`config.mk`:
```
export PLATFORM = sky130hd
export DESIGN_NAME = testpat_gen
export DESIGN_NICKNAME = d
export VERILOG_FILES = /design/src/rtl/tpg_pkg.sv /design/src/rtl/tpg_prbs.sv /design/src/rtl/tpg_rep.sv /design/src/rtl/tpg_errins.sv /design/src/rtl/testpat_gen.sv
export SDC_FILE = /design/constraint.sdc
export NUM_CORES = 1
export LEC_CHECK = 0
export BUFFER_PORTS_ARGS = -buffer_cell sky130_fd_sc_hd__buf_2
export CAP_MARGIN = 0
export CORE_MARGIN = 5
export CORE_UTILIZATION = 50
export CTS_CLUSTER_DIAMETER = 100
export DETAILED_ROUTE_END_ITERATION = 7
export GPL_TIMING_DRIVEN = 0
export PLACE_DENSITY = 0.77
export RECOVER_POWER = 25
export SLEW_MARGIN = 20
export SYNTH_ARGS = -nofsm -noshare
export SYNTH_HDL_FRONTEND = slang
export SYNTH_SLANG_ARGS = --single-unit
```
`constraint.sdc`:
```
create_clock -name clk -period 9.3 [get_ports clk]
set_input_delay 0.465 -clock clk [delete_from_list [all_inputs] [get_ports clk]]
set_output_delay 0.465 -clock clk [all_outputs]
set_load 0.01 [all_outputs]
```
`src/rtl/tpg_pkg.sv`:
```
// Package: shared types of the test pattern generator.
// Assumes: nothing beyond the 1-bit mode encoding listed in the brief.
package tpg_pkg;
    typedef enum logic {
        MODE_PRBS = 1'b0,
        MODE_REP  = 1'b1
    } tpg_mode_e;
endpackage

```
`src/rtl/tpg_prbs.sv`:
```
// Module: tpg_prbs
// Run-time programmable trinomial shift register. Length and tap are captured at
// load; each step emits the top bit and shifts in top xor tap.
// Assumes: WORD_W >= 2; load and step are never high together.
module tpg_prbs #(
    parameter int WORD_W = 32,
    parameter int LEN_W  = $clog2(WORD_W + 1)
) (
    input  logic              clk,
    input  logic              rst_n,
    input  logic              load,
    input  logic              step,
    input  logic [LEN_W-1:0]  len_in,
    input  logic [LEN_W-1:0]  tap_in,
    input  logic [WORD_W-1:0] seed_in,
    output logic              bit_out
);
    localparam logic [LEN_W-1:0] FULL_LEN = LEN_W'(WORD_W);

    logic [WORD_W-1:0] state_q;
    logic [LEN_W-1:0]  n_q;
    logic [LEN_W-1:0]  y_q;
    logic [LEN_W-1:0]  len_eff;
    logic [WORD_W-1:0] mask_in;
    logic [WORD_W-1:0] mask_q;
    logic [WORD_W-1:0] seeded;
    logic [WORD_W-1:0] load_val;
    logic [WORD_W-1:0] shifted;
    logic [WORD_W-1:0] next_val;
    logic              top_bit;
    logic              tap_bit;

    // Clamp the requested length into 1..WORD_W.
    always_comb begin
        len_eff = ((len_in == '0) || (len_in > FULL_LEN)) ? FULL_LEN : len_in;
    end

    // Length masks for the incoming and the active configuration.
    for (genvar i = 0; i < WORD_W; i++) begin : g_mask
        assign mask_in[i] = (LEN_W'(i) < len_eff);
        assign mask_q[i]  = (LEN_W'(i) < n_q);
    end

    // Select the top bit and the tap bit of the active length.
    always_comb begin
        top_bit = 1'b0;
        tap_bit = 1'b0;
        for (int i = 0; i < WORD_W; i++) begin
            if (LEN_W'(i) == n_q - LEN_W'(1)) top_bit = state_q[i];
            if ((y_q != '0) && (y_q < n_q) && (LEN_W'(i) == y_q - LEN_W'(1))) tap_bit = state_q[i];
        end
    end

    // Next state and load value, with the all-zero guard.
    always_comb begin
        shifted  = {state_q[WORD_W-2:0], top_bit ^ tap_bit} & mask_q;
        next_val = (shifted == '0) ? mask_q : shifted;
        seeded   = seed_in & mask_in;
        load_val = (seeded == '0) ? mask_in : seeded;
    end

    // State and captured configuration registers.
    always_ff @(posedge clk) begin
        if (!rst_n) begin
            state_q <= '1;
            n_q     <= FULL_LEN;
            y_q     <= '0;
        end else if (load) begin
            state_q <= load_val;
            n_q     <= len_eff;
            y_q     <= tap_in;
        end else if (step) begin
            state_q <= next_val;
        end
    end

    assign bit_out = top_bit;

    // the register never holds the lock-up value.
    a_r4_state_nonzero: assert property (@(posedge clk) disable iff (!rst_n)
        state_q != '0);
endmodule

```
`src/rtl/tpg_rep.sv`:
```
// Module: tpg_rep
// Repeating word source. Word and length are captured at load; bits go out
// LSB first and the index wraps after the last bit.
// Assumes: load and step are never high together.
module tpg_rep #(
    parameter int WORD_W = 32,
    parameter int LEN_W  = $clog2(WORD_W + 1)
) (
    input  logic              clk,
    input  logic              rst_n,
    input  logic              load,
    input  logic              step,
    input  logic [LEN_W-1:0]  len_in,
    input  logic [WORD_W-1:0] pat_in,
    output logic              bit_out
);
    localparam logic [LEN_W-1:0] FULL_LEN = LEN_W'(WORD_W);

    logic [WORD_W-1:0] pat_q;
    logic [LEN_W-1:0]  len_q;
    logic [LEN_W-1:0]  idx_q;
    logic [LEN_W-1:0]  len_eff;

    // Clamp the requested length into 1..WORD_W.
    always_comb begin
        len_eff = ((len_in == '0) || (len_in > FULL_LEN)) ? FULL_LEN : len_in;
    end

    // Pick the current bit of the stored word.
    always_comb begin
        bit_out = 1'b0;
        for (int i = 0; i < WORD_W; i++) begin
            if (LEN_W'(i) == idx_q) bit_out = pat_q[i];
        end
    end

    // Word, length and index registers.
    always_ff @(posedge clk) begin
        if (!rst_n) begin
            pat_q <= '0;
            len_q <= FULL_LEN;
            idx_q <= '0;
        end else if (load) begin
            pat_q <= pat_in;
            len_q <= len_eff;
            idx_q <= '0;
        end else if (step) begin
            idx_q <= (idx_q >= len_q - LEN_W'(1)) ? '0 : idx_q + LEN_W'(1);
        end
    end

    // the index stays inside the loaded length.
    a_r5_idx_in_range: assert property (@(posedge clk) disable iff (!rst_n)
        idx_q < len_q);
endmodule

```
`src/rtl/tpg_errins.sv`:
```
// Module: tpg_errins
// Error request logic: a command, a synchronized pin edge, and a 1-in-10^k
// counter over produced bits. Produces a one-bit inversion flag per step.
// Assumes: err_pin is asynchronous; the other inputs are synchronous.
module tpg_errins #(
    parameter int K_MAX = 7,
    parameter int K_W   = $clog2(K_MAX + 1),
    parameter int CNT_W = $clog2(10 ** K_MAX)
) (
    input  logic           clk,
    input  logic           rst_n,
    input  logic           enable,
    input  logic           load,
    input  logic           step,
    input  logic           single_req,
    input  logic           pin,
    input  logic           rate_en,
    input  logic [K_W-1:0] rate_k,
    output logic           inject
);
    logic             sync1_q, sync2_q, sync3_q;
    logic             pin_edge;
    logic             pending_q;
    logic [CNT_W-1:0] cnt_q;
    logic [CNT_W-1:0] period;
    logic             rate_hit;

    // 10^k with k clamped into 1..K_MAX.
    function automatic logic [CNT_W-1:0] decade(input logic [K_W-1:0] k);
        logic [CNT_W-1:0] p;
        int kk;
        kk = int'(k);
        if (kk < 1) kk = 1;
        if (kk > K_MAX) kk = K_MAX;
        p = CNT_W'(1);
        for (int i = 0; i < K_MAX; i++) begin
            if (i < kk) p = p * CNT_W'(10);
        end
        return p;
    endfunction

    // Two-flop synchronizer plus one history flop for edge detection.
    always_ff @(posedge clk) begin
        if (!rst_n) begin
            sync1_q <= 1'b0;
            sync2_q <= 1'b0;
            sync3_q <= 1'b0;
        end else begin
            sync1_q <= pin;
            sync2_q <= sync1_q;
            sync3_q <= sync2_q;
        end
    end

    // Rate period and the current hit condition.
    always_comb begin
        pin_edge = sync2_q ^ sync3_q;
        period   = decade(rate_k);
        rate_hit = rate_en && (cnt_q >= period - CNT_W'(1));
        inject   = step && (pending_q || rate_hit);
    end

    // Pending flag: set by a request, consumed by the next produced bit.
    always_ff @(posedge clk) begin
        if (!rst_n || !enable) begin
            pending_q <= 1'b0;
        end else if (single_req || pin_edge) begin
            pending_q <= 1'b1;
        end else if (step) begin
            pending_q <= 1'b0;
        end
    end

    // Decimal divider over produced bits, restarted at load or when idle.
    always_ff @(posedge clk) begin
        if (!rst_n || !enable || !rate_en || load) begin
            cnt_q <= '0;
        end else if (step) begin
            cnt_q <= rate_hit ? '0 : cnt_q + CNT_W'(1);
        end
    end

    // a request that is used and not renewed clears.
    a_r7_pending_clears: assert property (@(posedge clk) disable iff (!rst_n)
        (pending_q && step && !single_req && !pin_edge) |=> !pending_q);

    // the divider restarts after each rate hit.
    a_r9_cnt_restarts: assert property (@(posedge clk) disable iff (!rst_n)
        (rate_hit && step && enable && !load) |=> (cnt_q == '0));
endmodule

```
`src/rtl/testpat_gen.sv`:
```
// Module: testpat_gen (top)
// Selects the pseudo-random or repeating source, applies error inversion and
// registers one output bit per enabled request.
// Assumes: configuration fields are stable in the load cycle.
module testpat_gen #(
    parameter int WORD_W = 32,
    parameter int K_MAX  = 7,
    localparam int LEN_W = $clog2(WORD_W + 1),
    localparam int K_W   = $clog2(K_MAX + 1),
    localparam int CNT_W = $clog2(10 ** K_MAX)
) (
    input  logic              clk,
    input  logic              rst_n,
    input  logic              cfg_enable,
    input  logic              cfg_mode,
    input  logic [LEN_W-1:0]  cfg_len,
    input  logic [LEN_W-1:0]  cfg_tap,
    input  logic [WORD_W-1:0] cfg_seed,
    input  logic              cfg_load,
    input  logic              err_single,
    input  logic              err_pin,
    input  logic              err_rate_en,
    input  logic [K_W-1:0]    err_rate_k,
    input  logic              bit_en,
    output logic              tx_data,
    output logic              tx_valid
);
    import tpg_pkg::*;

    tpg_mode_e mode;
    logic      load_eff;
    logic      step;
    logic      prbs_bit;
    logic      rep_bit;
    logic      gen_bit;
    logic      inject;
    logic      data_q;
    logic      valid_q;

    // Decode the control strobes for this cycle.
    always_comb begin
        mode     = tpg_mode_e'(cfg_mode);
        load_eff = cfg_load && cfg_enable;
        step     = cfg_enable && bit_en && !load_eff;
        gen_bit  = (mode == MODE_REP) ? rep_bit : prbs_bit;
    end

    tpg_prbs #(.WORD_W(WORD_W), .LEN_W(LEN_W)) u_prbs (
        .clk     (clk),
        .rst_n   (rst_n),
        .load    (load_eff && (mode == MODE_PRBS)),
        .step    (step && (mode == MODE_PRBS)),
        .len_in  (cfg_len),
        .tap_in  (cfg_tap),
        .seed_in (cfg_seed),
        .bit_out (prbs_bit)
    );

    tpg_rep #(.WORD_W(WORD_W), .LEN_W(LEN_W)) u_rep (
        .clk     (clk),
        .rst_n   (rst_n),
        .load    (load_eff && (mode == MODE_REP)),
        .step    (step && (mode == MODE_REP)),
        .len_in  (cfg_len),
        .pat_in  (cfg_seed),
        .bit_out (rep_bit)
    );

    tpg_errins #(.K_MAX(K_MAX), .K_W(K_W), .CNT_W(CNT_W)) u_err (
        .clk        (clk),
        .rst_n      (rst_n),
        .enable     (cfg_enable),
        .load       (load_eff),
        .step       (step),
        .single_req (err_single),
        .pin        (err_pin),
        .rate_en    (err_rate_en),
        .rate_k     (err_rate_k),
        .inject     (inject)
    );

    // Output register: one bit per step, zero otherwise.
    always_ff @(posedge clk) begin
        if (!rst_n) begin
            data_q  <= 1'b0;
            valid_q <= 1'b0;
        end else begin
            data_q  <= step ? (gen_bit ^ inject) : 1'b0;
            valid_q <= step;
        end
    end

    assign tx_data  = data_q;
    assign tx_valid = valid_q;

    // a disabled block produces no bit in the next cycle.
    a_r2_idle_no_valid: assert property (@(posedge clk) disable iff (!rst_n)
        !cfg_enable |=> !tx_valid);

    // a load cycle produces no bit.
    a_r6_load_no_bit: assert property (@(posedge clk) disable iff (!rst_n)
        (cfg_load && cfg_enable) |=> !tx_valid);
endmodule

```
# Yosys cells after proc, flatten, opt, wreduce, memory -nomap -nowiden
# Index checks and enable logic that the tools add are counted.
classes:
  order_cmp: 77
  n_reduce_logical: 63
  n_eq_ne: 93
  bitwise: 7
  multipliers: 6
  addsub: 6
  n_mux: 115
op_table:
  columns: ["cell", "count"]
  rows:
  - ["$eq A5 B6 Y1 const A", 48]
  - ["$lt A5 B6 Y1 const A", 32]
  - ["$mux W24", 7]
  - ["$eq A4 B6 Y1 const A", 24]
  - ["$mux W32", 4]
  - ["$mul A24 B3 Y23 const B", 5]
  - ["$mux W1", 99]
  - ["$lt A4 B6 Y1 const A", 16]
  - ["$eq A3 B6 Y1 const A", 12]
  - ["$and A32 B32 Y32", 2]
  - ["$logic_not A32 Y1", 2]
  - ["$lt A3 B6 Y1 const A", 8]
  - ["$logic_and A1 B1 Y1", 42]
  - ["$eq A2 B6 Y1 const A", 6]
  - ["$add A24 B1 Y24 const B", 1]
  - ["$ge A24 B24 Y1", 1]
  - ["$logic_not A6 Y1", 4]
  - ["$lt A1 B6 Y1 const A", 4]
  - ["$lt A2 B6 Y1 const A", 4]
  - ["$sub A24 B1 Y24 const B", 1]
  - ["$eq A1 B6 Y1 const A", 3]
  - ["$sub A6 B1 Y6 const B", 3]
  - ["$mux W6", 2]
  - ["$lt A3 B3 Y1 const A", 3]
  - ["19 further kinds", 34]
totals:
  out_inout_bits: 2
  wordCells: 380
  register_bits: 118

# Longest topological paths before layout
logic_depth:
  ltp_word: 41
  ltp_mapped: 39
  mapped_depth_nobuf: 37

# Cells and area by module
# Synthesis repeated with hierarchy kept, for this count alone.
hier_totals:
  cells_unflattened: 1462
  hier_area_um2: 11418.5
by_module_without_submodules:
  columns: ["module", "area_per_inst_um2", "cells_per_inst", "seq_area_each_um2", "n_inst"]
  rows:
  - ["tpg_prbs", 4972.3, 678, 880.8, 1]
  - ["tpg_errins", 3893.7, 493, 560.5, 1]
  - ["tpg_rep", 2429.8, 279, 880.8, 1]
  - ["testpat_gen", 122.6, 12, 40.0, 1]

# Least setup slack after synthesis
# No wires, ideal clock.
synth_path:
  path_kind: "input-to-reg"
  startpoint: "input err_rate_k[1]"
  endpoint: "register u_err.cnt_q[13]"
  t_required_ns: 9.172
  path_stages: 35
  n_path_buf: 2
  arrival_time_ns: 7.483
  setup_slack_ns: 1.689
  setup_ns: 0.128
  path_cell_list: "clkbuf_1 nor2_1 inv_1 ha_1 ha_1 a21oi_1 xnor2_1 a21o_1 ha_1 ha_1 a21oi_1 o21ai_0 a21oi_1 xnor2_1 o21ai_0 ha_1 ha_1 and3_1 a211o_1 a211o_1 ha_1 ha_1 nor3_1 xnor2_1 nand2_1 o311ai_0 nor2_1 a21oi_1 ha_1 nand3_1 a2111oi_0 o21ai_0 nand2_1 buf_1 nor2_1"
synth_between:
  elab_chain_cells: 22
  word_cells_on_any_way: 28
synth_lines:
  columns: ["element", "line_no", "rtl"]
  rows:
  - ["start, declared", "testpat_gen.sv:23", "input logic [K_W-1:0] err_rate_k,"]
  - ["$lt A3 B1 Y1", "tpg_errins.sv:33", "if (kk < 1) kk = 1;"]
  - ["$mux W3 *", "tpg_errins.sv:33", null]
  - ["$gt A3 B3 Y1", "tpg_errins.sv:34", "if (kk > K_MAX) kk = K_MAX;"]
  - ["$mux W3 *", "tpg_errins.sv:34", null]
  - ["$lt A1 B3 Y1", "tpg_errins.sv:37", "if (i < kk) p = p * CNT_W'(10);"]
  - ["$mux W4", "tpg_errins.sv:37", null]
  - ["$mul A4 B3 Y7", "tpg_errins.sv:37", null]
  - ["$mux W24", "tpg_errins.sv:37", null]
  - ["(+6 left out)", null, null]
  - ["$mul A24 B3 Y23", "tpg_errins.sv:37", null]
  - ["$mux W24", "tpg_errins.sv:37", null]
  - ["$mul A24 B3 Y23", "tpg_errins.sv:37", null]
  - ["$mux W24 *", "tpg_errins.sv:37", null]
  - ["$sub A24 B1 Y24 *", "tpg_errins.sv:59", "rate_hit = rate_en && (cnt_q >= period - CNT_W'(1));"]
  - ["$ge A24 B24 Y1 *", "tpg_errins.sv:59", null]
  - ["$logic_and A1 B1 Y1 *", "tpg_errins.sv:59", null]
  - ["$mux W24 *", "tpg_errins.sv:79", "cnt_q <= rate_hit ? '0 : cnt_q + CNT_W'(1);"]
  - ["end signal, assigned", "tpg_errins.sv:79", null]
  - ["end, declared", "tpg_errins.sv:24", "logic [CNT_W-1:0] cnt_q;"]
# Every way passes the cells marked *; elsewhere a longest branch is shown, timed or not.
# A chain may end at the register's enable or synchronous reset.

# Worst setup path after layout
layout_path:
  startpoint: "input err_rate_k[1]"
  endpoint: "register u_err.cnt_q[18]"
# The elaborated chain is that of the path after synthesis.

==> results.tsv <==
metric	value	unit
full die area	23600	um^2
Slew @ Worst Pin	0.727	ns
Pwr per Cell Area	139	nW/um^2
routed wire length per instance	21.5	um
crit path kind	primary input to flip-flop	
Crit path top cell by count	ha_1	
overall power	1.60	mW
Core Area	20200	um^2
worst skew pair latency	0.42	ns
hpwl dp	28.0	mm
Starting Density	0.509	
layout net count	1617	
f_max	118	MHz
Max-Cap Viols	0	
routed vias	11200	
Leakage Power	4.73	nW
Critical Path AT	8.81	ns
simple logic cell fraction of the synthesized area	0.205	
post-synthesis cell type count	78	
fill count	1924	
drt drc	0	
Post-CTS Setup Inserts	0	
Worst Skew	0.0126	ns
Synth area leader	dfxtp_1	
hold path start	err_pin	
vias per inst	6.48	
Hold WS	0.273	ns
vias in the first global route	10600	
Setup TNS	0	ns
Worst VDD drop	125	uV
CP max stage cell	nor2_2	
Boundary Pins	58	
Synth Area in Adders	0.145	
Final min period	8.46	ns
hold_buf cts	0	
synth top area cells	dfxtp_1 23%, ha_1 14%, a21oi_1 5.5%, o21ai_0 4.9%, nor2_1 4.7%	
critical path peak fanout	11	
Synth top cells by count	128 x nor2_1, 118 x dfxtp_1, 114 x ha_1	
CP Capture Type	flip-flop	
clk root buf	clkbuf_16	
Synth Flop Type	dfxtp_1	
Hold WC Path Type	primary input to flip-flop	
count of warnings emitted by yosys	0	
Synth Register Bits	118	
utilization after layout	0.571	
Worst EP required	9.65	ns
Die Wd	153	um
clock-pin slew on the worst setup and hold paths	0.06	ns
Final Wtd Congestion	1.09	
Initial DRC Count	1278	
layout cells sized above 1	0.0789	
Avg Cell Area, Syn	7.56	um^2
Longest Clk Path Bufs	2	
WL final	37.1	mm
main combinational cell family by area after synthesis	compound AO/OA/AOI/OAI gates	
Synth Area in XOR/XNOR	0.0409	
Critical Path Start	err_rate_k[1]	
status	finished, final reports clean	
antenna violations before repair	0	
TritonCTS clock tree	done	
global-route usage over all layers	0.308	
multiplexer share of the synthesized area	0.0171	
die boundary height	153	um
synthesized instance count	1361	
relative max-transition margin	0.515	
Area growth syn-to-layout	12.3	%
Final setup violation count	0	
Synth top area share	0.230	
synthesized area	10300	um^2
final slew viol count	0	
TritonCTS Buffers	17	
TritonCTS Sinks	118	
DRT antenna net count	0	
post-CTS resize count	0	
FP Rows	52	
DR pass1 iterations	7	
Crit Reg-Reg Startpoint	u_prbs.n_q[2]$_SDFFE_PN0P_	
Startpoint Class	primary input	
count leader, synth	nor2_1	
H-tree levels	4	
number of synthesized flops with an enable pin	0	
pin count of the biggest net entering global routing	17	
RSZ-0062 raised after global routing	no	
sequential area share after synthesis	0.230	
complex-gate fraction of the synthesized area	0.300	
CP max stage delay	0.40	ns
GR Overflow Total	0	
PortBufs	52	
first-pass GRT wire length	59.0	mm
ys async rst share	0	
Final Hold Viols	0	
crit share post-route	0.910	
[stage by stage]
stage	worst slack (ns)	instance area [um^2]	instances
after floorplan	1.69	10300	1373
after global placement	0.0865	10900	1695
after detailed placement	-0.222	10900	1695
after CTS	0.230	11500	1727
after global routing	0.0746	11600	1727
final	0.841	11600	1728
[cells by family (layout without fill, tap and decap cells)]
family,count (synthesis),count (layout)
AO/OA/AOI/OAI,463,463
AND/OR/NAND/NOR,436,436
buffers and inverters,159,243
adder cells (fa/ha/maj),118,118
flip-flops,118,118
XOR/XNOR,48,48
multiplexers,17,17
other,2,15
[cells in the final DEF (no fill, tap or decap), types with 37 or more instances in the layout]
cell type / n
nor2_1: 127
dfxtp_1: 118
ha_1: 114
a21oi_1: 113
nand2_1: 110
o21ai_0: 100
clkbuf_1: 72
inv_1: 67
buf_2: 63
nand3_1: 42
a22o_1: 37
[where the power goes]
group / switching (mW) / internal [mW] / total (mW) / leakage [nW]
Clock: 0.255 / 0.436 / 0.692 / 0.290
Combinational: 0.223 / 0.138 / 0.360 / 3.48
Sequential: 0.0287 / 0.522 / 0.551 / 0.960
[worst paths after layout]
kind                                     end  cells past startpoint  slack [ns]
min reg2reg         u_err.sync2_q$_SDFF_PN0_                      1        0.43
max             u_err.cnt_q[18]$_SDFFE_PP0P_                     39        0.84
max reg2reg  u_prbs.state_q[30]$_SDFFE_PN1P_                     13        5.48
min                 u_err.sync1_q$_SDFF_PN0_                      2        0.27
[critical path, delay by kind of cell]
family,cells,cell delay [ns]
compound gates,15,3.00
fa+ha+maj,9,2.68
simple gates,8,1.30
buf+inv,4,0.91
xor+xnor,3,0.43
[sequential cells by signal (all words and copies together), names as in the netlist]
register and count:
u_prbs.n_q 6, u_err.cnt_q 24, u_err.pending_q 1, u_err.sync1_q 1
u_rep.pat_q 32, u_rep.idx_q 6, u_prbs.state_q 32, u_err.sync2_q 1
u_prbs.y_q 6, tx_valid 1, u_err.sync3_q 1, u_rep.len_q 6
tx_data 1
[final cells by class]
cell class / instances / area (um^2) / share of cell area
clock buffer: 21 / 460 / 0.0398
inverter: 70 / 263 / 0.0227
antenna: 1 / 2.50 / 0.000217
tap: 270 / 338 / 0.0292
clock inverter: 11 / 149 / 0.0129
sequential: 118 / 2360 / 0.204
timing repair buffer: 52 / 256 / 0.0222
multi-input combinational: 1096 / 7360 / 0.637
buffer: 89 / 367 / 0.0317
[routing by layer]
layer	up-vias	wire length, um	track usage
met1	5221	15000	0.404
met5	-	0	0
li1	5160	-	-
met4	0	1790	0.138
met3	156	3700	0.0540
met2	655	16600	0.496
Note: power is estimated with default switching activity, not from simulation.
